**src/rtl/pdt_pkg.sv**
```systemverilog
package pdt_pkg;
  typedef enum logic [1:0] {
    MODE_OFF      = 2'd0,
    MODE_PERIODIC = 2'd1,
    MODE_ONESHOT  = 2'd2
  } mode_e;

  // How a reload adjusts the step count (wrap policy)
  typedef enum logic [1:0] {
    ADJ_ZERO = 2'd0,
    ADJ_PLUS = 2'd1,
    ADJ_NONE = 2'd2
  } adj_e;

  localparam int POL_W = 5;

  // bit 4 .. bit 0
  typedef struct packed {
    logic no_round;
    logic cont;
    logic wrap;
    logic no_imm_reload;
    logic no_imm_trig;
  } pol_t;
endpackage

```
**src/rtl/pdt_reload.sv**
```systemverilog
module pdt_reload
  import pdt_pkg::*;
#(
  parameter int CNT_W = 32
) (
  input  logic [CNT_W-1:0] cnt_i,
  input  logic [CNT_W-1:0] lim_i,
  input  mode_e            mode_i,
  input  logic             per_zero_i,
  input  adj_e             adj_i,
  input  pol_t             pol_i,
  output logic [CNT_W-1:0] cnt_o,
  output logic [CNT_W:0]   rem_o,
  output logic             off_o,
  output logic             trig_o
);
  logic [CNT_W:0] d;

  always_comb begin
    trig_o = (cnt_i == '0) && !pol_i.no_imm_trig;
    cnt_o  = cnt_i;
    if (cnt_i == '0 && !pol_i.no_imm_reload) cnt_o = lim_i;
    d = {1'b0, cnt_o};
    if (pol_i.wrap && adj_i == ADJ_PLUS) d = d + 1'b1;
    if (d == '0 && pol_i.cont && mode_i == MODE_PERIODIC && lim_i == '0)
      d = {{CNT_W{1'b0}}, 1'b1};
    if (d == '0 && pol_i.no_imm_trig && adj_i != ADJ_NONE)
      d = {{CNT_W{1'b0}}, 1'b1};
    if (d == '0 && pol_i.no_imm_reload && mode_i == MODE_PERIODIC && lim_i != '0)
      d = {{CNT_W{1'b0}}, 1'b1};
    off_o = per_zero_i || (d == '0);
    rem_o = d;
  end
endmodule

```
**src/rtl/pdt_readback.sv**
```systemverilog
module pdt_readback
  import pdt_pkg::*;
#(
  parameter int CNT_W = 32
) (
  input  mode_e            mode_i,
  input  logic [CNT_W-1:0] cnt_i,
  input  logic [CNT_W-1:0] lim_i,
  input  logic [CNT_W:0]   rem_i,
  input  logic             part_i,
  input  logic             fresh_i,
  input  pol_t             pol_i,
  output logic [CNT_W-1:0] val_o
);
  logic [CNT_W:0] floor_v;
  logic           hold_zero;
  logic           bump;

  always_comb begin
    floor_v   = rem_i - {{CNT_W{1'b0}}, part_i};
    hold_zero = pol_i.wrap && mode_i == MODE_PERIODIC && cnt_i == lim_i &&
                (fresh_i ? (floor_v == {1'b0, lim_i} + 1'b1)
                         : (floor_v == {1'b0, lim_i}));
    bump      = pol_i.no_round && !fresh_i;
    if (mode_i != MODE_OFF && cnt_i != '0) begin
      if (hold_zero) val_o = '0;
      else           val_o = floor_v[CNT_W-1:0] + {{(CNT_W-1){1'b0}}, bump};
    end else begin
      val_o = cnt_i;
    end
  end
endmodule

```
**src/rtl/pdt_timer.sv**
```systemverilog
module pdt_timer
  import pdt_pkg::*;
#(
  parameter int CNT_W = 32,
  parameter int PER_W = 16
) (
  input  logic               clk_i,
  input  logic               rst_i,
  input  logic [POL_W-1:0]   policy_i,
  input  logic               tick_i,
  input  logic               cmd_run_i,
  input  logic               run_once_i,
  input  logic               cmd_stop_i,
  input  logic               cmd_count_i,
  input  logic               cmd_limit_i,
  input  logic               limit_reload_i,
  input  logic               cmd_period_i,
  input  logic [CNT_W-1:0]   wdata_i,
  input  logic [PER_W-1:0]   period_i,
  output logic [CNT_W-1:0]   count_o,
  output logic [1:0]         mode_o,
  output logic               trig_o
);
  localparam int REM_W = CNT_W + 1;

  mode_e            mode_q, a_mode, n_mode;
  logic [CNT_W-1:0] cnt_q, a_cnt, n_cnt;
  logic [CNT_W-1:0] lim_q, a_lim;
  logic [PER_W-1:0] per_q, a_per;
  logic [PER_W-1:0] pc_q, a_pc, n_pc;
  logic [REM_W-1:0] rem_q, a_rem, n_rem;
  logic             fresh_q, a_fresh, n_fresh;
  logic             trig_q, a_trig, n_trig;
  pol_t             pol_q;

  logic             rl_go;
  adj_e             rl_adj;
  logic [CNT_W-1:0] rl_cnt;
  logic [REM_W-1:0] rl_rem;
  logic             rl_off, rl_trig;
  logic [CNT_W-1:0] rb;

  pdt_readback #(.CNT_W(CNT_W)) u_rb (
    .mode_i (mode_q), .cnt_i (cnt_q), .lim_i (lim_q), .rem_i (rem_q),
    .part_i (pc_q != '0), .fresh_i (fresh_q), .pol_i (pol_q), .val_o (rb)
  );

  // Stage A: command or tick decode
  always_comb begin
    a_mode  = mode_q;
    a_cnt   = cnt_q;
    a_lim   = lim_q;
    a_per   = per_q;
    a_pc    = pc_q;
    a_rem   = rem_q;
    a_fresh = fresh_q;
    a_trig  = 1'b0;
    rl_go   = 1'b0;
    rl_adj  = ADJ_ZERO;
    if (cmd_stop_i) begin
      if (mode_q != MODE_OFF) begin
        a_cnt  = rb;
        a_mode = MODE_OFF;
      end
    end else if (cmd_period_i) begin
      a_cnt = rb;
      a_per = period_i;
      rl_go = (mode_q != MODE_OFF);
    end else if (cmd_count_i) begin
      a_cnt = wdata_i;
      rl_go = (mode_q != MODE_OFF);
    end else if (cmd_limit_i) begin
      a_lim = wdata_i;
      if (limit_reload_i) begin
        a_cnt = wdata_i;
        rl_go = (mode_q != MODE_OFF);
      end
    end else if (cmd_run_i) begin
      if (!(mode_q == MODE_OFF && per_q == '0)) begin
        a_mode = run_once_i ? MODE_ONESHOT : MODE_PERIODIC;
        rl_go  = (mode_q == MODE_OFF);
      end
    end else if (mode_q != MODE_OFF && tick_i && per_q != '0) begin
      a_fresh = 1'b0;
      if (({1'b0, pc_q} + 1'b1) < {1'b0, per_q}) begin
        a_pc = pc_q + 1'b1;
      end else begin
        a_pc = '0;
        if (rem_q > {{CNT_W{1'b0}}, 1'b1}) begin
          a_rem = rem_q - 1'b1;
        end else if (mode_q == MODE_ONESHOT) begin
          a_cnt  = '0;
          a_mode = MODE_OFF;
          a_trig = 1'b1;
        end else begin
          rl_adj = (cnt_q == '0 || lim_q == '0) ? ADJ_NONE : ADJ_PLUS;
          a_trig = pol_q.no_imm_trig || (cnt_q != '0 && lim_q != '0);
          a_cnt  = lim_q;
          rl_go  = 1'b1;
        end
      end
    end
  end

  pdt_reload #(.CNT_W(CNT_W)) u_rl (
    .cnt_i (a_cnt), .lim_i (a_lim), .mode_i (a_mode), .per_zero_i (a_per == '0),
    .adj_i (rl_adj), .pol_i (pol_q),
    .cnt_o (rl_cnt), .rem_o (rl_rem), .off_o (rl_off), .trig_o (rl_trig)
  );

  // Stage B: apply reload
  always_comb begin
    n_mode  = a_mode;
    n_cnt   = a_cnt;
    n_pc    = a_pc;
    n_rem   = a_rem;
    n_fresh = a_fresh;
    n_trig  = a_trig;
    if (rl_go) begin
      n_cnt   = rl_cnt;
      n_trig  = a_trig | rl_trig;
      n_pc    = '0;
      n_fresh = 1'b1;
      if (rl_off) n_mode = MODE_OFF;
      else        n_rem  = rl_rem;
    end
  end

  always_ff @(posedge clk_i) begin
    if (rst_i) begin
      mode_q  <= MODE_OFF;
      cnt_q   <= '0;
      lim_q   <= '0;
      per_q   <= {{(PER_W-1){1'b0}}, 1'b1};
      pc_q    <= '0;
      rem_q   <= '0;
      fresh_q <= 1'b1;
      trig_q  <= 1'b0;
      pol_q   <= pol_t'(policy_i);
    end else begin
      mode_q  <= n_mode;
      cnt_q   <= n_cnt;
      lim_q   <= a_lim;
      per_q   <= a_per;
      pc_q    <= n_pc;
      rem_q   <= n_rem;
      fresh_q <= n_fresh;
      trig_q  <= n_trig;
    end
  end

  assign count_o = rb;
  assign mode_o  = mode_q;
  assign trig_o  = trig_q;
endmodule

```
**config.mk**
```make
export PLATFORM = sky130hd
export DESIGN_NAME = pdt_timer
export DESIGN_NICKNAME = d
export VERILOG_FILES = /design/src/rtl/pdt_pkg.sv /design/src/rtl/pdt_reload.sv /design/src/rtl/pdt_readback.sv /design/src/rtl/pdt_timer.sv
export SDC_FILE = /design/constraint.sdc
export NUM_CORES = 1
export LEC_CHECK = 0
export BUFFER_PORTS_ARGS = -buffer_cell sky130_fd_sc_hd__buf_4
export CORE_AREA = 2 2 220 179
export CTS_CLUSTER_DIAMETER = 60
export DETAILED_ROUTE_END_ITERATION = 16
export DIE_AREA = 0 0 222 181
export GPL_ROUTABILITY_DRIVEN = 1
export MAX_ROUTING_LAYER = met4
export PLACE_DENSITY = 0.66
export SETUP_SLACK_MARGIN = 0.15
export SLEW_MARGIN = 25
export SYNTH_ARGS = -nofsm -noshare
export SYNTH_HDL_FRONTEND = slang
export SYNTH_SLANG_ARGS = --single-unit
```
**constraint.sdc**
```tcl
create_clock -name clk_i -period 11.9 [get_ports clk_i]
set_input_delay 2.38 -clock clk_i [delete_from_list [all_inputs] [get_ports clk_i]]
set_output_delay 2.38 -clock clk_i [all_outputs]
set_load 0.03 [all_outputs]
```
Yosys cells after proc, flatten, opt, wreduce, memory -nomap -nowiden --
Index checks and enable logic that the tools add are counted. Widths: inputs -> output; s select.
Cells by class: add/subtract/negate cells 7, $lt $le $gt $ge 2, equality and inequality tests 8, mux-type cells 82, bitwise logic cells 6, reduce and logical (&&, ||, !) cells 45
Operators by type and width (count):
- $mux 32 | 19
- $mux 33 | 14
- $logic_not 33->1 | 4
- $logic_not 32->1 | 4
- $reduce_bool 32->1 | 3
- $add 32x1->33 const B | 2
- $mux 16 | 3
- $mux 2 | 24
- $eq 33x32->1 | 1
- $eq 33x33->1 | 1
- $gt 33x1->1 const B | 1
- $sub 33x1->33 | 1
- $sub 33x1->33 const B | 1
- $add 32x1->32 | 1
- $eq 32x32->1 | 1
- $logic_not 16->1 | 2
- $reduce_bool 16->1 | 2
- $mux 1 | 22
- $logic_and 1x1->1 | 20
- $add 16x1->17 const B | 1
- $lt 17x16->1 | 1
- $add 16x1->16 const B | 1
- $eq 2x1->1 const B | 3
- $reduce_and 6->1 | 1
- 9 further kinds | 17
Word-level totals: bits in registers 138, input port bits 63, output and inout bits 35

Logic depth before layout (Yosys ltp) --
Gate-level depths: netlist (run 1).
word-level depth 33, mapped depth 40

Hierarchy --
From an unflattened synthesis (run 1), not the netlist that was laid out.
Second synthesis, totals: cell total of the unflattened synthesis 2091, area total of the unflattened synthesis 15265.9 um^2
Modules (own cells, without submodules):
- pdt_timer | instances 1, cells each 1186, area each 9056.2 um^2
- pdt_readback | instances 1, cells each 615, area each 4335.4 um^2
- pdt_reload | instances 1, cells each 290, area each 1874.3 um^2

Least setup slack after synthesis (run 1) --
No wires, ideal clock.
path type input -> register, from in limit_reload_i, to reg rem_q[27], setup time 123 ps, arrival time 8397 ps, required time 11777 ps, setup slack 3380 ps, cell stages on the path 31, buffers on the path 6, cells stage by stage clkbuf_1 -> nor2_1 -> clkbuf_1 -> a22oi_1 -> o21ai_0 -> or3_1 -> o311ai_0 -> o2111ai_1 -> a2111o_1 -> nor4_1 -> and4_1 -> o211ai_1 -> or3_1 -> clkbuf_1 -> buf_2 -> mux2i_1 -> ha_1 -> inv_1 -> nor3_1 -> nand2_1 -> or4_1 -> clkbuf_1 -> or3_1 -> a221oi_1 -> nand4_1 -> nor4_1 -> nand4_1 -> nor4_4 -> a21o_1 -> buf_4 -> mux2_1
On the way: cells in the longest elaborated chain, start to end 28, elaborated cells between the ends (all ways) 33
RTL lines:
- start, declared | RTL line pdt_timer.sv:16 | input logic limit_reload_i,
- $mux 32 | RTL line pdt_timer.sv:74 | if (limit_reload_i) begin
- $mux 32 | RTL line pdt_timer.sv:72 | end else if (cmd_limit_i) begin
- $mux 32 | RTL line pdt_timer.sv:69 | end else if (cmd_count_i) begin
- $mux 32 | RTL line pdt_timer.sv:65 | end else if (cmd_period_i) begin
- $mux 32 | RTL line pdt_timer.sv:60 | if (cmd_stop_i) begin
- $logic_not 32->1 | RTL line pdt_reload.sv:22 | if (cnt_i == '0 && !pol_i.no_imm_reload) cnt_o = lim_i;
- $logic_and 1x1->1 | RTL line pdt_reload.sv:22
- $mux 32 | RTL line pdt_reload.sv:22
- [10 not listed]
- $mux 33 | RTL line pdt_reload.sv:27 | if (d == '0 && pol_i.no_imm_trig && adj_i != ADJ_NONE)
- $logic_not 33->1 | RTL line pdt_reload.sv:29 | if (d == '0 && pol_i.no_imm_reload && mode_i == MODE_PERIODIC && lim_i != '0)
- $logic_and 1x1->1 (3 in series) | RTL line pdt_reload.sv:29
- $mux 33 | RTL line pdt_reload.sv:29
- $logic_not 33->1 | RTL line pdt_reload.sv:31 | off_o = per_zero_i || (d == '0);
- $logic_or 1x1->1 | RTL line pdt_reload.sv:31
- $mux 33 | RTL line pdt_timer.sv:124 | if (rl_off) n_mode = MODE_OFF;
- $mux 33 * | RTL line pdt_timer.sv:119 | if (rl_go) begin
- end signal, assigned | RTL line pdt_timer.sv:146 | rem_q <= n_rem;
- end, declared | RTL line pdt_timer.sv:31 | logic [REM_W-1:0] rem_q, a_rem, n_rem;
Mark *: on every way between the ends. The rest lies on a longest branch, timed or not. A chain may end at the register's enable or synchronous reset.

Final worst setup path (run 1) --
from reg pc_q[0], to reg rem_q[17]
On the way: cells in the longest elaborated chain, start to end 32, elaborated cells between the ends (all ways) 74
RTL lines:
- start, declared | RTL line pdt_timer.sv:30 | logic [PER_W-1:0] pc_q, a_pc, n_pc;
- start signal, assigned | RTL line pdt_timer.sv:145 | pc_q <= n_pc;
- parallel branches: the longest is 31 deep, another holds $sub 33x1->33
- $mux 33 * | RTL line pdt_timer.sv:119
Every way passes the cells marked *.

==> out/metrics.csv, run 1 <==
metric,value,unit
result of the run,finished clean,
async set or reset register ratio after synthesis,0,%
share of synthesized area occupied by flip-flops and latches,18.8,%
part of the total power dissipated in the clock network,35.7,%
sum of routed wire segments on met1,38400,microns
worst min-delay path category,reg2reg,
Setup Total Neg Slack,0,ps
TritonCTS sink count,138,
final setup violation count,0,
post-synthesis instance area,15000,sq um
CTS Buf Count,17,
fin crit period,10720,ps
placer's final routability congestion estimate,1.17,
per-instance average area after synthesis,7.19,sq um
largest stage delay on the critical path,670,ps
uppermost layer routed,met4,
total number of H-tree levels,4,
final routed wire length divided by cell count,34.4,microns
num ports,98,
Core ar.,37900,sq um
total met3 wirelength after detailed routing,12900,microns
synthesis warning total,0,
cts repair resizes,0,
die height,181,microns
Setup crit end kind,flop,
Critical Path Fanout Max,15,
switching part of the total,40.8,%
hold buffer count at cts,0,
cells taking the most area after synthesis,"sky130_fd_sc_hd__dfxtp_1 (18%), sky130_fd_sc_hd__xnor2_1 (8.2%), sky130_fd_sc_hd__nand2_1 (5.3%)",
Cell variety after synth,94,
"Hold Violations, Final",0,
power per unit of standard cell area,93.1,nW/um^2
width of the die,222,microns
Max Fclk,93.3,MHz
RSZ-0062 raised after global routing,no,
clk root buf,sky130_fd_sc_hd__clkbuf_16,
"flops & latches, synth",138,
met2 wire length,34000,microns
area delta synth->final,12.1,%
endpoint required time on the critical path,12310,ps
primary flip-flop cell chosen by synthesis mapping,sky130_fd_sc_hd__dfxtp_1,
synthesized net count,2173,
number of nets in the layout,2189,
total internal power,0.000928,W
CTS tree,done,
GRT overflow,0,
Clock Skew,21.1,ps
std cell rows,64,
average vias per placed instance,7.05,
GRT Total Usage,44.6,%
number of max-slew violations in the final report,0,
Yosys top cell area share,17.8,%
number of setup buffers added after CTS,0,
maximum number of pins on one net before global-route repair,80,
initial core utilization,39.6,%
initial antenna violation count,4,
arrival time worst endpoint,11120,ps
Via Count,18409,
antenna-violating nets left,0,
deepest clock path buffer count,2,
Yosys top cell by area,sky130_fd_sc_hd__dfxtp_1,
number of cells produced by synthesis,2084,
worst skew pair latency,470,ps
final worst path period share,90.0,%
class of the most critical setup path,reg2reg,
Worst Max-Slew Pin Slew,1250,ps
number of design-rule violations left by the first detailed-router iteration,3059,
worst IR drop on VDD,0.0000775,V
total die area,40200,sq um
wire length of the first global-routing pass,125000,microns
number of enable flip-flop cells after synthesis,5,
leakage power,6.12,nW
kind of start point of the critical path,flop,
wire length reported by the detailed router,89900,microns
final cell utilization of the core,44.4,%
half-perimeter wire length after detailed placement,72000,microns
Slowest cell on crit path,sky130_fd_sc_hd__nor4bb_2,
number of global-route vias before repair,16494,
relative slew slack,15.7,%
DRT Pass-1 Iters,6,
Clock Pin Slew Worst Setup and Hold Paths,70,ps
Combinational Power Share,30.6,%
P_sw,0.000638,W
drt drc,0,
number of port buffers,97,
# Max-Cap Violations,0,
sequential cell fraction of total power,33.7,%
fraction of final layout cells with drive strength greater than 1,13.6,%
==> cell usage in the layout, fill, tap and decap left out, types with 70 or more instances in the layout <==
cell	instances
sky130_fd_sc_hd__nand3_1	83
sky130_fd_sc_hd__a21oi_1	125
sky130_fd_sc_hd__buf_4	167
sky130_fd_sc_hd__xnor2_1	139
sky130_fd_sc_hd__nor2_1	179
sky130_fd_sc_hd__nand4_1	70
sky130_fd_sc_hd__nor4_1	71
sky130_fd_sc_hd__dfxtp_1	133
sky130_fd_sc_hd__o21ai_0	94
sky130_fd_sc_hd__nand2_1	210
==> through the flow <==
| stage | std cells | setup slack (ps) | area (sq um) | hold WS, ps | total power [W] |
|---|---|---|---|---|---|
| 3_3_place_gp | 2576 | 1380 | 16200 | 463 | 0.000985 |
| 4_1_cts | 2608 | 1200 | 16800 | 482 | 0.00153 |
| 5_1_grt | 2610 | 604 | 16800 | 502 | 0.00159 |
| 2_1_floorplan | 2084 | 3380 | 15000 | 449 | 0.000772 |
| 6_report | 2611 | 1180 | 16800 | 483 | 0.00157 |
| 3_5_place_dp | 2576 | 1210 | 16200 | 471 | 0.000982 |
==> power by group through the flow <==
stage / registers [W] / clock network, W / logic (W)
2_1_floorplan: 0.000500 / 0 / 0.000272
3_3_place_gp: 0.000533 / 0 / 0.000452
3_5_place_dp: 0.000533 / 0 / 0.000449
4_1_cts: 0.000523 / 0.000561 / 0.000451
5_1_grt: 0.000525 / 0.000580 / 0.000489
6_report: 0.000528 / 0.000558 / 0.000480
==> cell usage after synthesis (all sizes together) (25+ instances only) <==
cell type,n
nand2,210
a22o,33
nor2,180
a21oi,126
nand2b,26
mux2i,49
nand3,83
nand4,70
dfxtp,133
clkbuf,135
a211oi,40
buf,35
a31oi,25
nor3,63
xnor2,141
xor2,63
inv,58
and3,38
ha,26
nor4,81
a22oi,25
o21ai,97
==> layout make-up <==
| class | count | area [sq um] |
|---|---|---|
| Multi-Input combinational cell | 1718 | 11300 |
| Antenna cell | 3 | 7.51 |
| Clock inverter | 15 | 158 |
| Inverter | 58 | 218 |
| Sequential cell | 138 | 2810 |
| Tap cell | 495 | 619 |
| Clock buffer | 17 | 425 |
| Fill cell | 3885 | 21100 |
| Timing Repair Buffer | 167 | 1250 |
==> per-layer routing <==
layer,vias up,global-route usage [%]
li1,7759,-
met1,8915,61.3
met2,1469,58.1
met3,266,15.6
met4,0,18.8
met5,-,-
==> critical path, delay by kind of cell (launching register included) <==
kind | cells | cell delay (ps)
muxes | 1 | 190
adders and majority gates | 4 | 1010
AOI/OAI and AO/OA | 4 | 1090
buffers and inverters | 6 | 1050
and+or+nand+nor | 18 | 6220
DFF | 1 | 400
xor gates and xnor gates | 2 | 680
==> cells by family (layout without fill, tap and decap cells) <==
family | count (synthesis) | count (layout) | share of synthesized area, %
adder cells (fa/ha/maj) | 26 | 26 | 2.17
buffers and inverters | 228 | 257 | 6.14
flip-flops | 138 | 138 | 18.8
other | 0 | 3 | 0
AND/OR/NAND/NOR | 868 | 868 | 30.2
multiplexers | 69 | 69 | 4.77
AO/OA/AOI/OAI | 546 | 546 | 25.3
XOR/XNOR | 209 | 209 | 12.7
==> state kept, by name, summed over array words and instances (netlist names) <==
name and cells:
rem_q 33, cnt_q 32, lim_q 32, pc_q 16
per_q 16, pol_q 5, mode_o 2, fresh_q 1
trig_o 1
==> final timing paths <==
| kind | end | from | slack, ps | depth (start not counted) |
|---|---|---|---|---|
| hold reg to reg | per_q[9] | per_q[9] | 480 | 2 |
| setup reg to reg | rem_q[17] | pc_q[0] | 1180 | 35 |
| setup / recovery | rem_q[17] | pc_q[0] | 1180 | 35 |
| hold / removal | per_q[9] | per_q[9] | 480 | 2 |
Power figures use the tool's default switching activity.
==> run 2: changes to the inputs <==
CELL_PAD_IN_SITES_DETAIL_PLACEMENT = 1   (was not set)
CELL_PAD_IN_SITES_GLOBAL_PLACEMENT = 2   (was not set)
CORE_AREA = 2 2 232 188   (was 2 2 220 179)
DIE_AREA = 0 0 234 190   (was 0 0 222 181)
PLACE_DENSITY = 0.91   (was 0.66)
==> run 2 against run 1 <==
- via count rose by 0.16%
- first-iteration DRC count fell by 16%
- clock power fell by 0.9%
- combinational power rose by 1%
- die area rose by 11%
- core utilization fell by 4.6 points
- maximum frequency fell by 2.7%
- cell area rose by 0.43%
- critical path depth fell by 3
- setup slack got worse by 290 ps
- count of clock-buffer cells in the layout rose by 1
- power fell by 0.38%
- largest power group unchanged
==> out/metrics.csv, run 2 (same netlist as run 1, synthesis figures left out) <==
metric,value,unit
switching part of the total,40.7,%
Max Fclk,90.8,MHz
power per unit of standard cell area,92.4,nW/um^2
cell occurring most often along the worst timing path,sky130_fd_sc_hd__ha_1,
total internal power,0.000925,W
busiest layer in global routing,met1,
final cell utilization of the core,39.8,%
largest stage delay on the critical path,690,ps
number of nets in the layout,2189,
sequential cell fraction of total power,33.5,%
relative slew slack,21.6,%
Worst Max-Slew Pin Slew,1170,ps
antenna-violating nets left,0,
registers with the most flip-flops,"rem_q: 33 flops, cnt_q: 32 flops, lim_q: 32 flops",
num ports,98,
Clock Pin Slew Worst Setup and Hold Paths,70,ps
cts repair resizes,0,
part of the total power dissipated in the clock network,35.4,%
Biggest register,rem_q,
# Max-Cap Violations,0,
Critical Path Fanout Max,17,
worst skew pair latency,480,ps
flip-flop count of the largest register after layout,33,
most used cells in the layout excluding fill and tap cells,"sky130_fd_sc_hd__nand2_1 (210), sky130_fd_sc_hd__nor2_1 (179), sky130_fd_sc_hd__buf_4 (167), sky130_fd_sc_hd__xnor2_1 (140), sky130_fd_sc_hd__dfxtp_1 (133)",
maximum number of pins on one net before global-route repair,69,
average vias per placed instance,6.89,
global-route track usage on met3,13.9,%
half-perimeter wire length after detailed placement,72400,microns
clk root buf,sky130_fd_sc_hd__clkbuf_16,
kind of start point of the critical path,flop,
total number of H-tree levels,4,
die height,190,microns
FF-to-FF path depth,32,
std cell rows,68,
number of design-rule violations left by the first detailed-router iteration,2560,
arrival time worst endpoint,11360,ps
final worst path period share,92.5,%
final routed wire length divided by cell count,34.0,microns
hold buffer count at cts,0,
storage element area,2810,sq um
P_sw,0.000635,W
wire length of the first global-routing pass,129000,microns
"most common cell after layout, fill and taps aside",sky130_fd_sc_hd__nand2_1,
startpoint of the worst register-to-register path,pc_q[0],
fin crit period,11010,ps
area of the multi-input gates,11300,sq um
Hold Slack,480,ps
Setup Total Neg Slack,0,ps
final setup violation count,0,
GRT Total Usage,41.6,%
met1 usage in global routing,56.0,%
CTS Buf Count,17,
register-to-register setup slack,890,ps
Setup crit end kind,flop,
"Hold Violations, Final",0,
placer's final routability congestion estimate,1.09,
Core ar.,42500,sq um
result of the run,finished clean,
number of setup buffers added after CTS,0,
RSZ-0062 raised after global routing,no,
width of the die,234,microns
number of cells on the worst hold path,2,
number of global-route vias before repair,17626,
number of max-slew violations in the final report,0,
min-delay src,per_q[15],
Via Count,18439,
endpoint required time on the critical path,12250,ps
hold-critical path endpoint,per_q[15],
TritonCTS sink count,138,
fillers,5207,
Worst R2R End,rem_q[27],
initial core utilization,35.3,%
Clock Skew,22.6,ps
class of the most critical setup path,reg2reg,
GRT overflow,0,
Slowest cell on crit path,sky130_fd_sc_hd__a21o_1,
total die area,44500,sq um
deepest clock path buffer count,2,
DRT Pass-1 Iters,5,
worst min-delay path category,reg2reg,
wire length reported by the detailed router,91000,microns
M2 GR Usage,55.7,%
Combinational Power Share,31.1,%
leakage power,6.10,nW
initial antenna violation count,4,
drt drc,0,
CTS tree,done,
number of port buffers,97,
worst IR drop on VDD,0.000101,V
area delta synth->final,12.6,%
fraction of final layout cells with drive strength greater than 1,13.6,%
run 2: cell types whose count changed in the layout (fill, tap and decap cells not counted), sizes merged:
cell,change
clkinvlp,+1
clkinv,-2
clkbuf,+1
run 2: worst max path at each step:
stage | startpoint | endpoint | slack (ps) | cells after the start
after floorplan | limit_reload_i | rem_q[27] | 3380 | 31
after global placement | cmd_limit_i | rem_q[27] | 1140 | 29
after detailed placement | cmd_limit_i | rem_q[27] | 1070 | 29
after CTS | pc_q[0] | rem_q[27] | 1200 | 34
after global routing | pc_q[0] | rem_q[27] | 200 | 32
final | pc_q[0] | rem_q[27] | 890 | 32
run 2: per-stage QoR:
| step | cells | area (sq um) | setup slack (ps) | power, W |
|---|---|---|---|---|
| finish | 2676 | 16900 | 892 | 0.00156 |
| global route | 2674 | 16900 | 197 | 0.00159 |
| CTS | 2671 | 16800 | 1200 | 0.00153 |
| detailed placement | 2639 | 16300 | 1070 | 0.000984 |
| global placement | 2639 | 16300 | 1140 | 0.000982 |
| floorplan | 2084 | 15000 | 3380 | 0.000772 |
run 2: routing by layer:
metal	share of wire, %	vias up
li1	-	7752
met1	43	9189
met2	40	1250
met3	12	248
met4	5.1	0
met5	0	-
run 2: layout make-up:
class / instances / area share (%)
inverters: 58 / 1.29
well taps: 560 / 4.15
clock inverters: 14 / 0.793
repair buffers: 167 / 7.43
clock buffers: 18 / 2.54
multi-input cells: 1718 / 67.1
flip-flops and latches: 138 / 16.7
diodes: 3 / 0.0445
run 2: worst max-delay path: cells and delay by family (launching register included):
family                   cells  cell delay, ps
AO/OA/AOI/OAI                7            2460
XOR/XNOR                     2             480
adder cells (fa/ha/maj)      4            1050
buffers and inverters        3             380
flip-flops                   1             410
multiplexers                 1             380
AND/OR/NAND/NOR             15            5710
run 2: power by group through the flow:
stage | clock [W] | combinational (W) | sequential (W)
after floorplan | 0 | 0.000272 | 0.000500
after global placement | 0 | 0.000453 | 0.000529
after detailed placement | 0 | 0.000455 | 0.000530
after CTS | 0.000553 | 0.000457 | 0.000519
after global routing | 0.000572 | 0.000499 | 0.000521
final | 0.000553 | 0.000485 | 0.000522
==> run 3: changes to the inputs <==
CELL_PAD_IN_SITES_GLOBAL_PLACEMENT = 1   (was 2)
CORE_AREA = 2 2 220 179   (was 2 2 232 188)
DIE_AREA = 0 0 222 181   (was 0 0 234 190)
PLACE_DENSITY = 0.82   (was 0.91)
==> run 3 against run 2 <==
- critical path type unchanged
- global-route usage grew 4.7 points
- largest power group unchanged
- maximum frequency grew 1.4%
- cell area shrank 0.16%
- hold slack lost 2.6 ps
==> out/metrics.csv, run 3 (same netlist as run 1, synthesis figures left out) <==
metric,value,unit
Critical Path Fanout Max,12,
largest stage delay on the critical path,780,ps
kind of start point of the critical path,flop,
min-delay src,per_q[9],
worst min-delay path category,reg2reg,
launching element of the worst setup path,pc_q[0],
cts repair resizes,0,
TritonCTS sink count,138,
class of the most critical setup path,reg2reg,
hold buffer count at cts,0,
FF-to-FF path depth,32,
Max Fclk,92.1,MHz
Setup Total Neg Slack,0,ps
leakage power,6.12,nW
fraction of final layout cells with drive strength greater than 1,13.6,%
number of port buffers,97,
area after detailed placement,16200,sq um
result of the run,finished clean,
Core ar.,37900,sq um
CTS Buf Count,17,
Via Count,18658,
CTS tree,done,
number of max-slew violations in the final report,0,
endpoint required time on the critical path,12210,ps
total die area,40200,sq um
Worst Max-Slew Pin Slew,1220,ps
Setup crit end kind,flop,
number of global-route vias before repair,17756,
fillers,4694,
most used cells in the layout excluding fill and tap cells,"sky130_fd_sc_hd__nand2_1 (210), sky130_fd_sc_hd__nor2_1 (178), sky130_fd_sc_hd__buf_4 (163), sky130_fd_sc_hd__xnor2_1 (139), sky130_fd_sc_hd__dfxtp_1 (133)",
GRT overflow,0,
"Hold Violations, Final",0,
area delta synth->final,12.5,%
# Max-Cap Violations,0,
average vias per placed instance,7.15,
worst skew pair latency,470,ps
num ports,98,
number of nets in the layout,2185,
arrival time worst endpoint,11170,ps
RSZ-0062 raised after global routing,no,
Clock Pin Slew Worst Setup and Hold Paths,80,ps
number of cells on the worst hold path,2,
initial core utilization,39.6,%
flip-flop count of the largest register after layout,33,
Biggest register,rem_q,
final routed wire length divided by cell count,35.6,microns
relative slew slack,17.7,%
fin crit period,10860,ps
cell type group with the largest total delay on the critical path,simple AND/OR/NAND/NOR gates,
die height,181,microns
number of setup buffers added after CTS,0,
number of design-rule violations left by the first detailed-router iteration,2684,
worst IR drop on VDD,0.0000895,V
registers with the most flip-flops,"rem_q: 33 flops, cnt_q: 32 flops, lim_q: 32 flops",
wire length reported by the detailed router,92800,microns
GRT Total Usage,46.3,%
width of the die,222,microns
total number of H-tree levels,4,
deepest clock path buffer count,2,
worst path bufs/invs,3,
power per unit of standard cell area,96.1,nW/um^2
"most common cell after layout, fill and taps aside",sky130_fd_sc_hd__nand2_1,
wire length of the first global-routing pass,131000,microns
placer's final routability congestion estimate,1.11,
half-perimeter wire length after detailed placement,73200,microns
Finished Cell Area,16900,sq um
final setup violation count,0,
Slowest cell on crit path,sky130_fd_sc_hd__xnor2_1,
cell occurring most often along the worst timing path,sky130_fd_sc_hd__ha_1,
startpoint of the worst register-to-register path,pc_q[0],
drt drc,0,
final worst path period share,91.3,%
initial antenna violation count,4,
std cell rows,64,
DRT Pass-1 Iters,6,
antenna-violating nets left,0,
Crit path depth,32,
clk root buf,sky130_fd_sc_hd__clkbuf_16,
maximum number of pins on one net before global-route repair,83,
Clock Skew,21.5,ps
run 3: cell count changes in the layout (fill, tap and decap cells not counted), moves of 3 or more:
cell / previous run / this run
sky130_fd_sc_hd__mux2i_2: 3 / 0
sky130_fd_sc_hd__buf_4: 167 / 163
sky130_fd_sc_hd__mux2i_1: 46 / 49
sky130_fd_sc_hd__inv_8: 1 / 4
run 3: per-layer routing:
layer / track usage [%] / part of all wire [%] / vias up
met5: - / 0 / -
met4: 20.8 / 4.8 / 0
met3: 13.1 / 13 / 252
met2: 63.7 / 40 / 1368
met1: 62.3 / 42 / 9284
li1: - / - / 7754
run 3: worst min-delay path: cells and delay by family, from the launching register on:
kind	cells	cell delay, ps
flops	1	320
simple gates	1	60
compound gates	1	50
run 3: final cells by class:
type	count	area, sq um	area share, %
tap	495	619	3.67
clock buffer	17	425	2.52
multi-input combinational	1718	11300	67.2
clock inverter	15	220	1.31
inverter	58	218	1.29
antenna	5	12.5	0.0742
timing repair buffer	163	1220	7.26
sequential	138	2810	16.7
run 3: worst paths after layout:
| kind | to | slack (ps) |
|---|---|---|
| worst max-delay path | mode_o[1] | 1040 |
| worst min-delay path | per_q[9] | 480 |
| worst max register to register | mode_o[1] | 1040 |
| worst min register to register | per_q[9] | 480 |
run 3: power by group:
group | internal (W) | switching [W] | total (W)
Combinational | 0.000152 | 0.000329 | 0.000481
Sequential | 0.000480 | 0.0000425 | 0.000523
Clock | 0.000343 | 0.000274 | 0.000616
run 3: per-stage QoR:
stage / setup WS (ps) / total power (W) / util, % / cells / hold slack [ps]
final: 1040 / 0.00162 / 44.5 / 2609 / 477
after floorplan: 3380 / 0.000772 / - / 2084 / 449
after global placement: 1500 / 0.000977 / 42.7 / 2572 / 464
after detailed placement: 1300 / 0.000983 / 42.7 / 2572 / 465
after CTS: 1380 / 0.00159 / 44.4 / 2604 / 476
after global routing: 236 / 0.00165 / 44.5 / 2609 / 500
